### config.mk
export PLATFORM = sky130hd
export DESIGN_NAME = csma_retry_ctrl
export DESIGN_NICKNAME = d
export VERILOG_FILES = /design/src/rtl/csma_retry_pkg.sv /design/src/rtl/csma_lfsr.sv /design/src/rtl/csma_backoff.sv /design/src/rtl/csma_txstat.sv /design/src/rtl/csma_retry_ctrl.sv
export SDC_FILE = /design/constraint.sdc
export NUM_CORES = 1
export LEC_CHECK = 0
export BUFFER_PORTS_ARGS = -buffer_cell sky130_fd_sc_hd__buf_4
export CORE_MARGIN = 5
export CORE_UTILIZATION = 45
export CTS_CLUSTER_SIZE = 24
export DETAILED_ROUTE_END_ITERATION = 10
export SLEW_MARGIN = 20
export SYNTH_ARGS = -nofsm -noshare
export SYNTH_HDL_FRONTEND = slang
export SYNTH_SLANG_ARGS = --single-unit
### constraint.sdc
create_clock -name clk -period 3 [get_ports clk]
set_input_delay 0.3 -clock clk [delete_from_list [all_inputs] [get_ports clk]]
set_output_delay 0.3 -clock clk [all_outputs]
set_load 0.01 [all_outputs]
### src/rtl/csma_retry_pkg.sv
package csma_retry_pkg;

   typedef enum logic [1:0] {
      ST_IDLE,
      ST_XMIT,
      ST_WAIT,
      ST_GAP
   } txr_state_e;

   // status word bit positions
   localparam int unsigned SB_PTX = 0;
   localparam int unsigned SB_COL = 2;
   localparam int unsigned SB_ABT = 3;
   localparam int unsigned SB_CRS = 4;
   localparam int unsigned SB_FU  = 5;
   localparam int unsigned SB_CDH = 6;
   localparam int unsigned SB_OWC = 7;

   typedef struct packed {
      logic owc;
      logic cdh;
      logic fu;
      logic crs;
      logic abt;
      logic col;
      logic ptx;
   } txr_evt_t;

   // exponent of the backoff range after collision n
   function automatic int unsigned bo_exp(input int unsigned n, input logic ofs,
                                          input int unsigned cap);
      int unsigned e;
      e = (ofs && n <= 3) ? n + 3 : n;
      return (e > cap) ? cap : e;
   endfunction

endpackage

### src/rtl/csma_lfsr.sv
module csma_lfsr #(
   parameter int unsigned W     = 16,
   parameter int unsigned OUT_W = 10,
   parameter logic [W-1:0] SEED = W'(16'hACE1)
) (
   input  logic             clk,
   input  logic             rst_n,
   output logic [OUT_W-1:0] rnd_o
);
   logic [W-1:0] taps;
   logic [W-1:0] st;

   generate
      if (W == 8) begin : g_w8
         assign taps = W'(8'hB8);
      end else if (W == 16) begin : g_w16
         assign taps = W'(16'hB400);
      end else if (W == 32) begin : g_w32
         assign taps = W'(32'h8020_0003);
      end else begin : g_bad
         $error("csma_lfsr: width must be 8, 16 or 32");
      end
      if (OUT_W > W) begin : g_bad_out
         $error("csma_lfsr: OUT_W exceeds W");
      end
      if (SEED == '0) begin : g_bad_seed
         $error("csma_lfsr: seed must be nonzero");
      end
   endgenerate

   always_ff @(posedge clk or negedge rst_n) begin
      if (!rst_n) st <= SEED;
      else        st <= {1'b0, st[W-1:1]} ^ (st[0] ? taps : '0);
   end

   assign rnd_o = st[OUT_W-1:0];

   // generator must never lock up in the all-zero state
   p_lfsr_alive_r3: assert property (@(posedge clk) disable iff (!rst_n) st != '0);

endmodule

### src/rtl/csma_backoff.sv
module csma_backoff
   import csma_retry_pkg::*;
#(
   parameter int unsigned SLOT_CYC = 5120,
   parameter int unsigned CAP      = 10,
   parameter int unsigned CNT_W    = 5,
   localparam int unsigned SC_W    = (SLOT_CYC > 1) ? $clog2(SLOT_CYC) : 1
) (
   input  logic             clk,
   input  logic             rst_n,
   input  logic             load_i,
   input  logic [CNT_W-1:0] ncol_i,
   input  logic             offset_i,
   input  logic [CAP-1:0]   rnd_i,
   output logic             due_o
);
   logic           busy;
   logic [CAP-1:0] slots;
   logic [CAP-1:0] mask_d;
   logic [CAP-1:0] mask_q;
   logic [SC_W-1:0] cyc;
   int unsigned    exp_d;

   always_comb begin
      exp_d = bo_exp(int'(ncol_i), offset_i, CAP);
      for (int b = 0; b < CAP; b++) mask_d[b] = (b < exp_d);
   end

   always_ff @(posedge clk or negedge rst_n) begin
      if (!rst_n) begin
         busy   <= 1'b0;
         slots  <= '0;
         mask_q <= '0;
         cyc    <= '0;
      end else if (load_i) begin
         busy   <= 1'b1;
         slots  <= rnd_i & mask_d;
         mask_q <= mask_d;
         cyc    <= '0;
      end else if (busy) begin
         if (slots == '0) begin
            busy <= 1'b0;
         end else if (cyc == SC_W'(SLOT_CYC - 1)) begin
            cyc   <= '0;
            slots <= slots - 1'b1;
         end else begin
            cyc <= cyc + 1'b1;
         end
      end
   end

   assign due_o = busy && (slots == '0);

   // the remaining slot count never leaves the drawn range
   p_slots_in_range_r4: assert property (@(posedge clk) disable iff (!rst_n)
      busy |-> ((slots & ~mask_q) == '0));

endmodule

### src/rtl/csma_txstat.sv
module csma_txstat
   import csma_retry_pkg::*;
(
   input  logic     clk,
   input  logic     rst_n,
   input  logic     clr_i,
   input  txr_evt_t evt_i,
   output logic [7:0] status_o
);
   logic [7:0] stat;
   logic [7:0] set_v;

   always_comb begin
      set_v         = '0;
      set_v[SB_PTX] = evt_i.ptx;
      set_v[SB_COL] = evt_i.col;
      set_v[SB_ABT] = evt_i.abt;
      set_v[SB_CRS] = evt_i.crs;
      set_v[SB_FU]  = evt_i.fu;
      set_v[SB_CDH] = evt_i.cdh;
      set_v[SB_OWC] = evt_i.owc;
   end

   always_ff @(posedge clk or negedge rst_n) begin
      if (!rst_n)     stat <= '0;
      else if (clr_i) stat <= '0;
      else            stat <= stat | set_v;
   end

   assign status_o = stat;

   // a good-transmit flag never coexists with abort or underrun
   p_ptx_exclusive_r8: assert property (@(posedge clk) disable iff (!rst_n)
      stat[SB_PTX] |-> !(stat[SB_ABT] || stat[SB_FU]));

endmodule

### src/rtl/csma_retry_ctrl.sv
module csma_retry_ctrl
   import csma_retry_pkg::*;
#(
   parameter int unsigned MAX_ATTEMPTS = 16,
   parameter int unsigned SLOT_CYC     = 5120,
   parameter int unsigned PREAMBLE_CYC = 640,
   parameter int unsigned HB_CYC       = 640,
   parameter int unsigned BO_CAP       = 10,
   parameter int unsigned LFSR_W       = 16,
   parameter logic [LFSR_W-1:0] LFSR_SEED = LFSR_W'(16'hACE1),
   localparam int unsigned CNT_W  = $clog2(MAX_ATTEMPTS + 1),
   localparam int unsigned TC_MAX = (SLOT_CYC > PREAMBLE_CYC) ? SLOT_CYC : PREAMBLE_CYC,
   localparam int unsigned TC_W   = $clog2(TC_MAX + 1),
   localparam int unsigned HB_W   = $clog2(HB_CYC + 1)
) (
   input  logic             clk,
   input  logic             rst_n,
   input  logic             start_i,
   input  logic             txen_i,
   input  logic             col_i,
   input  logic             crs_i,
   input  logic             underrun_i,
   input  logic             heartbeat_i,
   input  logic             offset_en_i,
   output logic             retry_o,
   output logic             done_o,
   output logic [7:0]       status_o,
   output logic [CNT_W-1:0] col_cnt_o
);

   generate
      if (MAX_ATTEMPTS < 2)     begin : g_bad_att  $error("MAX_ATTEMPTS below 2"); end
      if (SLOT_CYC < 1)         begin : g_bad_slot $error("SLOT_CYC below 1"); end
      if (HB_CYC < 1)           begin : g_bad_hb   $error("HB_CYC below 1"); end
      if (BO_CAP > 16 || BO_CAP < 1) begin : g_bad_cap $error("BO_CAP out of range"); end
      if (BO_CAP > LFSR_W)      begin : g_bad_rw   $error("BO_CAP exceeds LFSR_W"); end
   endgenerate

   txr_state_e       state;
   logic [TC_W-1:0]  txcyc;
   logic             tx_seen;
   logic [HB_W-1:0]  gcnt;
   logic [CNT_W-1:0] col_cnt;
   logic             retry_q;
   logic             done_q;

   logic [BO_CAP-1:0] rnd;
   logic              due;
   txr_evt_t          evt;

   logic             in_x, start_ok, col_ev, ur_ev, end_ev, abort_ev, crs_ev;
   logic             hb_ok, hb_miss, bo_load;
   logic [CNT_W-1:0] ncol_next;

   always_comb begin
      in_x      = (state == ST_XMIT);
      start_ok  = (state == ST_IDLE) && start_i;
      ur_ev     = in_x && underrun_i;
      col_ev    = in_x && txen_i && col_i && !underrun_i;
      end_ev    = in_x && tx_seen && !txen_i && !underrun_i;
      ncol_next = col_cnt + 1'b1;
      abort_ev  = col_ev && (ncol_next == CNT_W'(MAX_ATTEMPTS));
      crs_ev    = in_x && txen_i && !crs_i && (txcyc >= TC_W'(PREAMBLE_CYC));
      hb_ok     = (state == ST_GAP) && heartbeat_i;
      hb_miss   = (state == ST_GAP) && !heartbeat_i && (gcnt == HB_W'(HB_CYC - 1));
      bo_load   = col_ev && !abort_ev;

      evt.ptx = end_ev;
      evt.col = col_ev;
      evt.abt = abort_ev;
      evt.crs = crs_ev;
      evt.fu  = ur_ev;
      evt.cdh = hb_miss;
      evt.owc = col_ev && (txcyc >= TC_W'(SLOT_CYC));
   end

   always_ff @(posedge clk or negedge rst_n) begin
      if (!rst_n) begin
         state   <= ST_IDLE;
         txcyc   <= '0;
         tx_seen <= 1'b0;
         gcnt    <= '0;
         col_cnt <= '0;
         retry_q <= 1'b0;
         done_q  <= 1'b0;
      end else begin
         retry_q <= 1'b0;
         done_q  <= 1'b0;
         unique case (state)
            ST_IDLE: begin
               if (start_ok) begin
                  state   <= ST_XMIT;
                  col_cnt <= '0;
                  txcyc   <= '0;
                  tx_seen <= 1'b0;
               end
            end
            ST_XMIT: begin
               if (col_ev) col_cnt <= ncol_next;
               if (ur_ev || abort_ev) begin
                  state  <= ST_IDLE;
                  done_q <= 1'b1;
               end else if (col_ev) begin
                  state <= ST_WAIT;
               end else if (end_ev) begin
                  state <= ST_GAP;
                  gcnt  <= '0;
               end else if (txen_i) begin
                  tx_seen <= 1'b1;
                  if (txcyc != TC_W'(TC_MAX)) txcyc <= txcyc + 1'b1;
               end
            end
            ST_WAIT: begin
               if (due) begin
                  state   <= ST_XMIT;
                  retry_q <= 1'b1;
                  txcyc   <= '0;
                  tx_seen <= 1'b0;
               end
            end
            ST_GAP: begin
               if (hb_ok || hb_miss) begin
                  state  <= ST_IDLE;
                  done_q <= 1'b1;
               end else begin
                  gcnt <= gcnt + 1'b1;
               end
            end
            default: state <= ST_IDLE;
         endcase
      end
   end

   csma_lfsr #(
      .W     (LFSR_W),
      .OUT_W (BO_CAP),
      .SEED  (LFSR_SEED)
   ) u_lfsr (
      .clk   (clk),
      .rst_n (rst_n),
      .rnd_o (rnd)
   );

   csma_backoff #(
      .SLOT_CYC (SLOT_CYC),
      .CAP      (BO_CAP),
      .CNT_W    (CNT_W)
   ) u_backoff (
      .clk      (clk),
      .rst_n    (rst_n),
      .load_i   (bo_load),
      .ncol_i   (ncol_next),
      .offset_i (offset_en_i),
      .rnd_i    (rnd),
      .due_o    (due)
   );

   csma_txstat u_stat (
      .clk      (clk),
      .rst_n    (rst_n),
      .clr_i    (start_ok),
      .evt_i    (evt),
      .status_o (status_o)
   );

   assign retry_o   = retry_q;
   assign done_o    = done_q;
   assign col_cnt_o = col_cnt;

   // an accepted start leaves a cleared status and count
   p_start_clears_r1: assert property (@(posedge clk) disable iff (!rst_n)
      start_ok |=> (status_o == 8'h00) && (col_cnt_o == '0));

   // a retry is only ever issued for a packet that has collided
   p_retry_after_col_r2: assert property (@(posedge clk) disable iff (!rst_n)
      retry_o |-> (col_cnt_o != '0) && !done_o);

   // the abort flag appears together with the full attempt count
   p_abort_count_r5: assert property (@(posedge clk) disable iff (!rst_n)
      $rose(status_o[SB_ABT]) |-> (col_cnt_o == CNT_W'(MAX_ATTEMPTS)));

   // completion is a one-cycle pulse
   p_done_pulse_r10: assert property (@(posedge clk) disable iff (!rst_n)
      done_o |=> !done_o);

endmodule

==> metrics.txt <==
maximum fanout along the worst path 11; worst-skew pair later-pin latency 360 ps; setup violators final 0; Max IR drop VDD 0.3452 mV; Adder-Cell Fraction of Synth Area 0.02072; CP Buf/Inv Count 0; flops & latches, synth 80; post-synthesis cell type count 65; Final period util 0.8726; vias per inst 5.552; Fmax 382.0 MHz; top cell type by total area after synthesis dfrtp_1; row count 35; ANT cells 0; DRT Wirelength 8.953 mm; total congestion overflow 0; top_reg_cell synth dfrtp_1; Synth Area in Compound Gates 0.1593; min-delay worst type in2async; simple-gate share of the synthesized area 0.2191; Final Hold Viols 31; setup_tns 0 ps; Final min period 2618 ps; leading post-synthesis cells by cell area dfrtp_1 43%, dfstp_2 5.0%, xor2_1 5.0%, nor2_1 4.9%, o21ai_0 3.4%; CP max-delay cell dfrtp_1; XOR/XNOR Fraction of Synth Area 0.07667; final core utilization 0.5083; Worst path max stage delay 520 ps; layout cells sized above 1 0.1511; combinational power share 0.328; hold_ws -59.03 ps; Post-synth EDFFs 0; Routed wire per std cell 15.41 µm; Clk pwr share 0.217; failing checks hold timing; Synth top area share 0.4263; synthesized area 4227 µm²; vias 3226; I/O pins 24; Synth top cells by count 72 x dfrtp_1, 55 x nor2_1, 38 x nand2_1; sequential fraction of the synthesis area 0.4760; GRT Overall Usage 0.1715; global-route wire length before repair 15.55 mm; Crit path max-delay family simple AND/OR/NAND/NOR gates; clk sinks 80; largest family of logic cells by synthesized area simple AND/OR/NAND/NOR gates; initial core utilization 0.4596; Layout Area Growth over Synthesis 10.60%; P_leak 2.092 nW; hold bufs inserted after CTS 0; Psw 1.250 mW; Syn Inst Count 444; Startpoint Class flop; 1st-pass router iterations 4; die height 106.9 µm; multiplexer area fraction after synthesis 0.01391; clk buf depth 2; post-CTS setup buffer count 0; largest net degree at the start of global routing 81; Overall Power 3.261 mW; number of max-cap violations 0; number of global-route vias before repair 3246; Final nets 481; Worst EP required 3300 ps; switch share 0.3832; CTS buffer count 9; CP Cell Sequence nor3b_1, and3_1, o21ai_0, and2_1, nor2_1, mux2_2; Cell Int Power 2.011 mW; core area 9196 µm²; Routed Antenna Nets 0; Synth async-reset ratio 1.000; unrepaired setup endpoints after global routing false; CTS resizes 0; CP endpoint kind flop; syn_nets 460; relative slew slack 0.4670; root buf cell clkbuf_8; Seq pwr share 0.455; status finished, violations left; max-slew violation count 0; full die area 11430 µm²; antenna violations before repair 0; Slew @ Worst Pin 791.1 ps; pwr dens 697.6 nW/µm²; die width 106.9 µm; critical path class reg2reg; CP arrival 2920 ps; PortBufs 22; TritonCTS clock tree yes; Residual DRC 0; cell with the most instances after synthesis dfrtp_1; DP HPWL 6.177 mm; H-tree levels 3; YS warnings 0; Final Wtd Congestion 0.8145; initial DRC count 146; Clock transition at path regs 80 ps; Fin Clk Skew 9.479 ps; Avg Inst Size Synth 9.519 µm²
[power groups by stage]
stage                     logic [mW]  clock network [mW]  registers (mW)
after global placement          1.07                   0            1.49
final                           1.07               0.708            1.48
after floorplan                0.811                   0            1.44
after CTS                       1.09               0.744            1.48
after global routing            1.22               0.791            1.52
after detailed placement        1.08                   0            1.50
[sequential cells by signal (all words and copies together) (netlist names)]
signal and count:
u_backoff.slots 10, txcyc 13, u_backoff.cyc 13, u_stat.status_o 7, u_backoff.busy 1, retry_o 1
col_cnt_o 5, state 2, u_lfsr.st 16, done_o 1, gcnt 10, tx_seen 1
[area by class of cell]
cell class / instances / area (µm²)
Tap cell: 111 / 138.9
Clock buffer: 9 / 123.9
Fill cell: 860 / 4522
Sequential cell: 80 / 2012
Timing Repair Buffer: 29 / 221.5
Inverter: 15 / 56.30
Multi-Input combinational cell: 330 / 2073
Clock inverter: 7 / 48.80
[routing by layer]
metal / vias up / share of wire / track usage
met4: 0 / 0.0092 / 0.05388
met5: - / 0 / 0
met3: 9 / 0.028 / 0.04154
met1: 1576 / 0.48 / 0.2242
li1: 1606 / - / -
met2: 35 / 0.48 / 0.2815
[cell usage in the layout, fill, tap and decap left out, drive strengths merged, types with 4 or more instances in the layout]
master / synthesis / routed
nor4: 4 / 4
or2: 6 / 6
and3: 9 / 9
clkinvlp: 0 / 4
buf: 5 / 29
xnor2: 13 / 13
clkbuf: 14 / 9
dfstp: 8 / 8
o22ai: 4 / 4
a21oi: 13 / 13
xor2: 24 / 24
nand2: 38 / 38
nand4: 5 / 5
o21ai: 29 / 29
nand3: 23 / 23
dfrtp: 72 / 72
and2: 4 / 4
nor2b: 6 / 6
o211ai: 9 / 9
mux2: 4 / 4
a211oi: 5 / 5
nor3: 13 / 13
ha: 7 / 7
inv: 15 / 15
a22o: 7 / 7
nor2: 56 / 56
[logic make-up (layout without fill, tap and decap cells)]
logic type,Yosys count,after routing
DFF,80,80
xor gates and xnor gates,37,37
AOI/OAI and AO/OA,95,95
muxes,5,5
other,1,1
buffers and inverters,34,60
adders and majority gates,7,7
and+or+nand+nor,185,185
[through the flow]
step           setup WS, ps  cell area, µm²  instances
4_1_cts               390.8            4671        581
6_report              382.2            4674        581
3_3_place_gp          476.1            4498        565
3_5_place_dp          412.4            4498        565
5_1_grt               191.8            4674        581
2_1_floorplan         610.4            4227        444
[final timing paths]
path                            cells past startpoint     startpoint                 end  slack [ps]
worst max-delay path                                6       state[0]    u_backoff.cyc[0]         380
worst min-delay path                                1          rst_n        col_cnt_o[1]         -60
min in group clk                                    4          crs_i  u_stat.status_o[4]         220
worst min register to register                      0  u_lfsr.st[12]       u_lfsr.st[11]         360
worst max register to register                      6       state[0]    u_backoff.cyc[0]         380
max in group asynchronous                           1          rst_n            txcyc[5]        2530
Power figures use the tool's default switching activity.
